===== src/rtl/bcs_pkg.sv =====
package bcs_pkg;
  localparam int KW = 3;

  typedef enum logic [2:0] {
    CY_FETCH = 3'd0,
    CY_MEMRD = 3'd1,
    CY_MEMWR = 3'd2,
    CY_IORD  = 3'd3,
    CY_IOWR  = 3'd4,
    CY_INTA  = 3'd5
  } cyc_e;

  // active-high internal view of the bus controls
  typedef struct packed {
    logic mreq;
    logic iorq;
    logic rd;
    logic wr;
    logic m1;
    logic rfsh;
    logic den;
  } strb_t;

  function automatic logic kind_ok(logic [2:0] code);
    return code <= 3'd5;
  endfunction

  // base T-states per kind
  function automatic logic [KW-1:0] base_len(cyc_e t);
    case (t)
      CY_FETCH: return KW'(4);
      CY_MEMRD, CY_MEMWR: return KW'(3);
      CY_IORD, CY_IOWR: return KW'(4);
      default: return KW'(6);
    endcase
  endfunction

  // logical T-state (0-based) where wait_n is sampled
  function automatic logic [KW-1:0] wait_point(cyc_e t);
    case (t)
      CY_FETCH, CY_MEMRD, CY_MEMWR: return KW'(1);
      CY_IORD, CY_IOWR: return KW'(2);
      default: return KW'(3);
    endcase
  endfunction

  function automatic logic in_span(logic [KW:0] h, int lo, int hi);
    return (int'(h) >= lo) && (int'(h) <= hi);
  endfunction

  // half-T slot whose ending edge captures din
  function automatic logic capture_slot(cyc_e t, logic [KW-1:0] k, logic p);
    logic [KW:0] h;
    h = {k, p};
    case (t)
      CY_FETCH: return h == 4'd3;
      CY_MEMRD: return h == 4'd4;
      CY_IORD:  return h == 4'd6;
      CY_INTA:  return h == 4'd7;
      default:  return 1'b0;
    endcase
  endfunction

  function automatic logic refresh_half(cyc_e t, logic [KW-1:0] k);
    return ((t == CY_FETCH) && (k >= KW'(2))) || ((t == CY_INTA) && (k >= KW'(4)));
  endfunction

  function automatic strb_t strobe_map(cyc_e t, logic [KW-1:0] k, logic p);
    logic [KW:0] h;
    strb_t r;
    h = {k, p};
    r = '0;
    case (t)
      CY_FETCH: begin
        r.m1   = in_span(h, 0, 3);
        r.mreq = in_span(h, 1, 3) || in_span(h, 5, 6);
        r.rd   = in_span(h, 1, 3);
        r.rfsh = in_span(h, 4, 6);
      end
      CY_MEMRD: begin
        r.mreq = in_span(h, 1, 4);
        r.rd   = in_span(h, 1, 4);
      end
      CY_MEMWR: begin
        r.mreq = in_span(h, 1, 4);
        r.wr   = in_span(h, 2, 4);
        r.den  = in_span(h, 1, 5);
      end
      CY_IORD: begin
        r.iorq = in_span(h, 2, 6);
        r.rd   = in_span(h, 2, 6);
      end
      CY_IOWR: begin
        r.iorq = in_span(h, 2, 6);
        r.wr   = in_span(h, 2, 6);
        r.den  = in_span(h, 1, 7);
      end
      default: begin
        r.m1   = in_span(h, 0, 7);
        r.iorq = in_span(h, 5, 7);
        r.rfsh = in_span(h, 8, 10);
        r.mreq = in_span(h, 9, 10);
      end
    endcase
    return r;
  endfunction
endpackage


===== src/rtl/bcs_timer.sv =====
module bcs_timer
  import bcs_pkg::*;
#(
  parameter int CW = 8
) (
  input  logic          clk,
  input  logic          rst_n,
  input  logic          start,
  input  cyc_e          start_kind,
  input  logic          wait_n,
  output logic          busy,
  output cyc_e          kind,
  output logic [KW-1:0] tstate,
  output logic          phase,
  output logic [CW-1:0] tcnt,
  output logic          hold,
  output logic          last_half
);
  // repeat the wait-point T-state while wait_n is low at its end
  assign hold = busy && phase && (tstate == wait_point(kind)) && !wait_n;
  // final half of the final logical T-state
  assign last_half = busy && phase && (tstate == base_len(kind) - KW'(1));

  always_ff @(posedge clk or negedge rst_n) begin
    if (!rst_n) begin
      busy   <= 1'b0;
      kind   <= CY_FETCH;
      tstate <= '0;
      phase  <= 1'b0;
      tcnt   <= '0;
    end else if (start) begin
      busy   <= 1'b1;
      kind   <= start_kind;
      tstate <= '0;
      phase  <= 1'b0;
      tcnt   <= CW'(1);
    end else if (last_half) begin
      busy   <= 1'b0;
      tstate <= '0;
      phase  <= 1'b0;
    end else if (busy) begin
      if (!phase) begin
        phase <= 1'b1;
      end else begin
        phase <= 1'b0;
        tcnt  <= tcnt + 1'b1;
        if (!hold) tstate <= tstate + 1'b1;
      end
    end
  end
endmodule


===== src/rtl/bcs_decode.sv =====
module bcs_decode
  import bcs_pkg::*;
(
  input  logic          busy,
  input  cyc_e          kind,
  input  logic [KW-1:0] tstate,
  input  logic          phase,
  output strb_t         strb,
  output logic          cap_en,
  output logic          rfsh_addr
);
  always_comb begin
    strb      = '0;
    cap_en    = 1'b0;
    rfsh_addr = 1'b0;
    if (busy) begin
      strb      = strobe_map(kind, tstate, phase);
      cap_en    = capture_slot(kind, tstate, phase);
      rfsh_addr = refresh_half(kind, tstate);
    end
  end
endmodule


===== src/rtl/bcs_datapath.sv =====
module bcs_datapath #(
  parameter int AW = 16,
  parameter int DW = 8
) (
  input  logic          clk,
  input  logic          rst_n,
  input  logic          start,
  input  logic [AW-1:0] req_addr,
  input  logic [AW-1:0] req_raddr,
  input  logic [DW-1:0] req_wdata,
  input  logic [DW-1:0] din,
  input  logic          busy,
  input  logic          rfsh_addr,
  input  logic          cap_en,
  output logic [AW-1:0] addr,
  output logic [DW-1:0] dout,
  output logic [DW-1:0] rdata
);
  logic [AW-1:0] main_q;
  logic [AW-1:0] rfsh_q;
  logic [DW-1:0] wdata_q;
  logic [DW-1:0] rdata_q;

  always_ff @(posedge clk or negedge rst_n) begin
    if (!rst_n) begin
      main_q  <= '0;
      rfsh_q  <= '0;
      wdata_q <= '0;
      rdata_q <= '0;
    end else begin
      if (start) begin
        main_q  <= req_addr;
        rfsh_q  <= req_raddr;
        wdata_q <= req_wdata;
      end
      if (cap_en) rdata_q <= din;
    end
  end

  assign addr  = !busy ? '0 : (rfsh_addr ? rfsh_q : main_q);
  assign dout  = wdata_q;
  assign rdata = rdata_q;
endmodule


===== src/rtl/bus_cycle_seq.sv =====
module bus_cycle_seq
  import bcs_pkg::*;
#(
  parameter int AW = 16,
  parameter int DW = 8,
  parameter int CW = 8
) (
  input  logic          clk,
  input  logic          rst_n,
  input  logic          req_valid,
  output logic          req_ready,
  input  logic [2:0]    req_type,
  input  logic [AW-1:0] req_addr,
  input  logic [AW-1:0] req_raddr,
  input  logic [DW-1:0] req_wdata,
  input  logic [DW-1:0] din,
  input  logic          wait_n,
  output logic          mreq_n,
  output logic          iorq_n,
  output logic          rd_n,
  output logic          wr_n,
  output logic          m1_n,
  output logic          rfsh_n,
  output logic [AW-1:0] addr,
  output logic [DW-1:0] dout,
  output logic          dout_en,
  output logic [DW-1:0] rdata,
  output logic          done,
  output logic [CW-1:0] tcount
);
  // named internal events, used by the bound checker
  logic          busy;
  logic          start;
  logic          hold;
  logic          cap_en;
  logic          rfsh_addr;
  cyc_e          kind;
  logic [KW-1:0] tstate;
  logic          phase;
  strb_t         strb;

  // back-to-back acceptance, R11 unknown kinds dropped
  assign req_ready = !busy || done;
  assign start     = req_valid && req_ready && kind_ok(req_type);

  bcs_timer #(.CW(CW)) u_timer (
    .clk(clk), .rst_n(rst_n), .start(start), .start_kind(cyc_e'(req_type)),
    .wait_n(wait_n), .busy(busy), .kind(kind), .tstate(tstate), .phase(phase),
    .tcnt(tcount), .hold(hold), .last_half(done)
  );

  bcs_decode u_dec (
    .busy(busy), .kind(kind), .tstate(tstate), .phase(phase),
    .strb(strb), .cap_en(cap_en), .rfsh_addr(rfsh_addr)
  );

  bcs_datapath #(.AW(AW), .DW(DW)) u_dp (
    .clk(clk), .rst_n(rst_n), .start(start), .req_addr(req_addr),
    .req_raddr(req_raddr), .req_wdata(req_wdata), .din(din), .busy(busy),
    .rfsh_addr(rfsh_addr), .cap_en(cap_en), .addr(addr), .dout(dout), .rdata(rdata)
  );

  assign mreq_n  = !strb.mreq;
  assign iorq_n  = !strb.iorq;
  assign rd_n    = !strb.rd;
  assign wr_n    = !strb.wr;
  assign m1_n    = !strb.m1;
  assign rfsh_n  = !strb.rfsh;
  assign dout_en = strb.den;
endmodule


===== config.mk =====
export PLATFORM = sky130hd
export DESIGN_NAME = bus_cycle_seq
export DESIGN_NICKNAME = d
export VERILOG_FILES = /design/src/rtl/bcs_pkg.sv /design/src/rtl/bcs_timer.sv /design/src/rtl/bcs_decode.sv /design/src/rtl/bcs_datapath.sv /design/src/rtl/bus_cycle_seq.sv
export SDC_FILE = /design/constraint.sdc
export NUM_CORES = 1
export LEC_CHECK = 0
export BUFFER_PORTS_ARGS = -buffer_cell sky130_fd_sc_hd__buf_4
export CELL_PAD_IN_SITES_DETAIL_PLACEMENT = 0
export CELL_PAD_IN_SITES_GLOBAL_PLACEMENT = 2
export CORE_MARGIN = 2
export CORE_UTILIZATION = 35
export DETAILED_ROUTE_END_ITERATION = 8
export MAX_ROUTING_LAYER = met4
export PLACE_DENSITY = 0.85
export SYNTH_ARGS = -nofsm -noshare
export SYNTH_HDL_FRONTEND = slang
export SYNTH_SLANG_ARGS = --single-unit

===== constraint.sdc =====
create_clock -name clk -period 5.2 [get_ports clk]
set_input_delay 0.52 -clock clk [delete_from_list [all_inputs] [get_ports clk]]
set_output_delay 0.52 -clock clk [all_outputs]
set_load 0.05 [all_outputs]

==> results of run 1 <==
## state kept, by name (all words and copies together), names as in the netlist
name / flops
u_dp.dout: 8
u_dp.main_q: 16
u_dp.rdata: 8
u_dp.rfsh_q: 16
u_timer.busy: 1
u_timer.kind: 3
u_timer.phase: 1
u_timer.tcnt: 8
u_timer.tstate: 3
## path summary, 6_finish.rpt
kind,cells past startpoint,endpoint,slack (ns)
setup / recovery,9,done,1.66
hold / removal,1,u_timer.tcnt[2],0.28
setup reg to reg,9,u_dp.main_q[6],1.74
hold reg to reg,1,u_dp.rfsh_q[3],0.51
max in group asynchronous,1,u_dp.rfsh_q[10],4.36
min in group clk,2,u_dp.dout[0],0.41
## cell families (layout without fill, tap and decap cells)
logic type                 count (synthesis)  after routing  synth area share (%)
AOI/OAI and AO/OA                         47             47                 9.635
xor gates and xnor gates                   7              7                 1.956
adders and majority gates                  5              5                 1.777
buffers and inverters                     27            124                 4.159
DFF                                       64             64                 45.50
muxes                                     70             70                 22.47
and+or+nand+nor                           96             96                 14.50
## per-layer routing
layer,GRT usage (%),vias up
met5,-,-
met4,4.730,0
met2,24.14,79
met1,21.95,1304
li1,-,1314
met3,5.326,8
## worst register-to-register path: stages (launching register included)
cell and delay, ns:
dfrtp_1 0.66, inv_1 0.18, nor2_1 0.22, a21oi_1 0.11
ha_1 0.32, xnor2_1 0.13, a211o_1 0.38, o31ai_4 0.29
and2b_4 0.64, mux2_2 0.43
## Yosys cell counts (3+ instances only)
cell type and number:
dfrtp_1 64, mux2_2 45, nor2b_1 22, mux2i_1 18
nand2_1 18, nor2_1 18, clkbuf_1 14, o21ai_0 11
nand3_1 10, a21oi_1 8, mux2_4 6, o211ai_1 6
ha_1 5, nor3_1 5, buf_4 4, inv_1 4
nand4_1 4, a22o_1 3, xnor2_1 3, xor2_1 3
## final cells by class
cell class	instances	area, um^2	area share (%)
Multi-Input combinational cell	225	1772	39.16
Sequential cell	64	1602	35.40
Timing Repair Buffer	104	780.7	17.26
Tap cell	133	166.4	3.678
Clock buffer	11	151.4	3.346
Clock inverter	5	37.54	0.8296
Inverter	4	15.01	0.3319
## per-stage QoR
stage	instance area [um^2]	hold slack (ns)	instances	util [%]	worst slack (ns)
after floorplan	3520	0.2244	316	-	1.803
after global placement	4335	0.4889	530	44.35	1.868
after detailed placement	4335	0.4947	530	44.35	1.769
after CTS	4524	0.3091	546	46.29	1.644
after global routing	4524	0.3333	546	46.29	1.374
final	4524	0.2782	546	46.29	1.662
## cell usage in the layout, fill, tap and decap left out, types with 3 or more instances in the layout
| cell type | count |
|---|---|
| o21ai_0 | 11 |
| o211ai_1 | 6 |
| inv_1 | 4 |
| a21oi_1 | 8 |
| mux2i_1 | 18 |
| xor2_1 | 3 |
| mux2_2 | 45 |
| nand4_1 | 4 |
| clkbuf_8 | 11 |
| mux2_4 | 6 |
| a22o_1 | 3 |
| nor2b_1 | 22 |
| nand3_1 | 10 |
| nor2_1 | 18 |
| ha_1 | 5 |
| xnor2_1 | 3 |
| nor3_1 | 5 |
| nand2_1 | 18 |
| dfrtp_1 | 64 |
| buf_4 | 104 |
==> flow_summary_export.csv, run 1 <==
group,metric,value,unit
global_routing,grt_pass1_vias,2786,
layout,drive_above_1_share,43.10,%
global_routing,grt_max_degree,65,
yosys,synth_fp_nets,376,
critical_path,path_buf_inv,2,
timing,rsz0062_at_grt,"false",
yosys,ys_ff_latch,64,
detailed_routing,wl_met1,4.032,mm
timing,report.final.slew_viol_count,0,
critical_path,crit_path_max_fanout,16,
layout,finalNetCount,468,
detailed_routing,top_layer,"met4",
run,max-cap-violations,0,
yosys,ys_warn_count,0,
die,io_pins,104,
detailed_routing,dr.pass1.iters,4,
place,place_congestion,0.7873,
die,die_w,104.3,um
detailed_routing,ant_nets,0,
critical_path,critPathMostFrequentCell,"nor2_1",
detailed_routing,drtIter0Drc,126,
die,die_area,10870,um^2
die,rows,36,
global_routing,antenna_found_initial,0,
yosys,synth_top_area_share,45.50,%
critical_path,path_cells,"inv_1 > nor2_1 > a21oi_1 > ha_1 > xnor2_1 > a211o_1 > or2_2 > nor2_1 > buf_4",
die,coreArea,9774,um^2
detailed_routing,wl_met3,496,um
layout,diodes,0,
die,die_y,104.3,um
timing,max_freq,0.2826,GHz
timing,tns,0,ns
yosys,yosysUniqueCellTypes,53,
critical_path,cpPeakStageDelay,0.66,ns
detailed_routing,wirelength,8.487,mm
global_routing,grt_use_total,16.51,%
yosys,synthArstFlopShare,100.0,%
detailed_routing,avgRoutedWirePerCell,15.54,um
detailed_routing,route.detailed.drc,0,
critical_path,crit_path_start_kind,"flip-flop",
clock_network,numCtsBuffers,9,
timing,worstMarginPinSlew,0.9070,ns
layout,fillers,950,
critical_path,crit_type,"reg2out",
timing,setup_viol,0,
yosys,ys.flop_type,"dfrtp_1",
clock_network,cts_tree,"built",
clock_network,cts_resized,0,
clock_network,holdBufCountCts,0,
clock_network,cts.clk_slew.worst_paths,0.08,ns
clock_network,post-cts-setup-buffer-count,0,
detailed_routing,num_vias,2705,
timing,timing.final.crit_share,68.04,%
detailed_routing,wl_met2,3.875,mm
detailed_routing,via_per_inst,4.954,
critical_path,cp.arrival,3.02,ns
clock_network,clk-insertion-delay-late,0.33,ns
critical_path,path_delay_family,"simple AND/OR/NAND/NOR gates",
yosys,synth_area_per_cell,11.14,um^2
timing,hold_viol_final,0,
status,outcome,"finished clean",
critical_path,critPathSlowestCell,"dfrtp_1",
clock_network,ctsHtreeMaxLevel,3,
critical_path,worstPathRequired,4.68,ns
clock_network,cts_buffer_depth,2,
layout,area_delta_synth_final,28.55,%
critical_path,cp-startpoint,"u_timer.kind[0]",
place,dp_hpwl,5.791,mm
timing,timing.slew.headroom,39.53,%
die,start_util,36.01,%
critical_path,r2r_start,"u_timer.kind[0]",
yosys,synth_edf_count,0,
yosys,synthCells,316,
critical_path,endpoint_kind,"output port",
yosys,netlist.top_cell.by_area,"dfrtp_1",
timing,period_needed,3.538,ns
yosys,synth_area_leaders,"dfrtp_1 (46%), mux2_2 (14%), mux2i_1 (5.1%), nor2b_1 (3.9%), mux2_4 (2.6%)",
timing,clock_skew,0.01017,ns
place,portBuffers,103,
clock_network,root_buffer,"clkbuf_8",
clock_network,cts_sinks,64,
min_path,hold_class,"in2async",
yosys,syn_area,3520,um^2
global_routing,grt_pass1_wl,14.15,mm
global_routing,grt-ovfl-total,0,
yosys,yosysSeqAreaShare,45.50,%
Power of run 1 is left out: the tool's default activity adds up to more than one toggle a clock period on the data nets, which glitch-free logic cannot reach.
==> run 2, diff against run 1 <==
- CORE_UTILIZATION: 35 -> 32
- PLACE_DENSITY: 0.85 -> 0.79
- clock period: 5.2 -> 3.52 ns (I/O delays scaled with it)
==> run 2 against run 1 <==
  * Critical path depth did not move
  * Non-clock buffer count rose by 7
  * Setup slack got worse by 1.3 ns
  * Cell count rose by 2.6%
  * Die area rose by 9.0%
  * Worst hold slack got worse by 0.17 ns
  * Design area rose by 2.5%
  * Sequential share of layout area fell by 0.87 points
  * Clock-buffer cell count fell by 2
  * Routed wire length rose by 1.6%
  * Flip-flop and latch count did not move
  * First-iteration DRC count fell by 24%
  * Highest routed layer unchanged
==> flow_summary_export.csv, run 2 (synthesis results as in run 1) <==
group,metric,value,unit
run,max-cap-violations,0,
detailed_routing,drtIter0Drc,96,
clock_network,holdBufCountCts,0,
global_routing,grt-ovfl-total,0,
critical_path,crit_path_start_kind,"flip-flop",
critical_path,worstPathRequired,3.17,ns
detailed_routing,num_vias,2693,
clock_network,root_buffer,"clkbuf_8",
detailed_routing,dr.pass1.iters,4,
die,rows,38,
timing,clock_skew,0.01376,ns
critical_path,crit_type,"reg2out",
layout,mostFrequentLayoutCell,"buf_4",
die,die_w,108.9,um
clock_network,cts_resized,0,
clock_network,post-cts-setup-buffer-count,0,
critical_path,crit_path_max_fanout,10,
timing,period_needed,3.176,ns
global_routing,antenna_found_initial,0,
die,die_area,11850,um^2
global_routing,grt_pass1_vias,2805,
place,dp_hpwl,6.215,mm
place,place_congestion,0.7844,
layout,final_cell_mix,"buf_4 (110), dfrtp_1 (64), mux2_2 (45)",
layout,drive_above_1_share,44.05,%
clock_network,cts.clk_slew.worst_paths,0.09,ns
clock_network,cts_buffer_depth,2,
layout,area_delta_synth_final,31.78,%
detailed_routing,avgRoutedWirePerCell,15.39,um
global_routing,grt_max_degree,65,
timing,timing.final.crit_share,90.23,%
timing,rsz0062_at_grt,"false",
die,die_y,108.9,um
global_routing,grt_use_total,15.59,%
timing,worst_slack,0.3438,ns
place,portBuffers,103,
timing,max_freq,0.3148,GHz
timing,timing.slew.headroom,44.84,%
min_path,hold_class,"in2async",
critical_path,endpoint_kind,"output port",
timing,hold_viol_final,0,
timing,worstMarginPinSlew,0.8274,ns
clock_network,numCtsBuffers,9,
layout,finalNetCount,475,
timing,tns,0,ns
detailed_routing,route.detailed.drc,0,
global_routing,grt_pass1_wl,13.91,mm
layout,largestRegisters,"u_dp.main_q: 16 flops, u_dp.rfsh_q: 16 flops",
timing,report.final.slew_viol_count,0,
die,io_pins,104,
status,outcome,"finished clean",
die,coreArea,10790,um^2
layout,fillers,1053,
clock_network,clk-insertion-delay-late,0.34,ns
place,dp_worst_setup_slack,0.4339,ns
layout,diodes,0,
clock_network,ctsHtreeMaxLevel,3,
clock_network,cts_tree,"built",
timing,setup_viol,0,
clock_network,cts_sinks,64,
detailed_routing,ant_nets,0,
detailed_routing,via_per_inst,4.809,
critical_path,cp.arrival,2.82,ns
die,start_util,32.61,%
detailed_routing,wirelength,8.621,mm
-- run 2: changes by cell type in the layout (fill, tap and decap cells not counted) --
cell        delta
buf_12         +1
buf_4          +6
bufinv_16      +2
clkbuf_8       -2
clkinv_2       -1
clkinv_4       +3
clkinvlp_4     -1
inv_6          -2
inv_8          +1
-- run 2: worst max-delay path, stage by stage, from the launching register on --
cell and delay [ns]:
dfrtp_1 0.46, buf_4 0.21, xor2_2 0.21, nand2b_1 0.09
ha_1 0.31, xnor2_1 0.12, a211o_1 0.38, or2_2 0.37
nor2_1 0.12, buf_4 0.20
-- run 2: layer usage --
layer	wire, um	vias up	global-route usage (%)
li1	-	1327	-
met1	4041	1306	20.93
met2	4157	58	23.74
met3	371	2	3.766
met4	51	0	3.846
met5	0	-	-
-- run 2: stage by stage --
step | cells | area (um^2) | hold slack (ns) | utilization (%)
5_1_grt | 560 | 4638 | 0.1721 | 42.97
6_report | 560 | 4638 | 0.1105 | 42.97
3_5_place_dp | 544 | 4409 | 0.4952 | 40.85
3_3_place_gp | 544 | 4409 | 0.4890 | 40.85
4_1_cts | 560 | 4638 | 0.1430 | 42.97
2_1_floorplan | 316 | 3520 | 0.05641 | -
-- run 2: area by class of cell --
class / count / area, um^2 / area share [%]
repair buffers: 111 / 845.8 / 18.24
multi-input cells: 225 / 1772 / 38.20
inverters: 4 / 15.01 / 0.3237
clock inverters: 7 / 105.1 / 2.266
well taps: 140 / 175.2 / 3.777
clock buffers: 9 / 123.9 / 2.671
flip-flops and latches: 64 / 1602 / 34.53
-- run 2: path summary, 6_finish.rpt --
check	start	endpoint	slack (ns)	cells past startpoint
setup reg to reg	u_timer.kind[0]	u_dp.rfsh_q[4]	0.42	10
min in group clk	din[1]	u_dp.rdata[1]	0.24	2
hold / removal	rst_n	u_timer.tcnt[4]	0.11	1
hold reg to reg	u_dp.rfsh_q[0]	u_dp.rfsh_q[0]	0.51	1
setup / recovery	u_timer.kind[0]	done	0.34	9
max in group asynchronous	rst_n	u_dp.dout[3]	2.87	1
Power of run 2 is left out for the same reason.
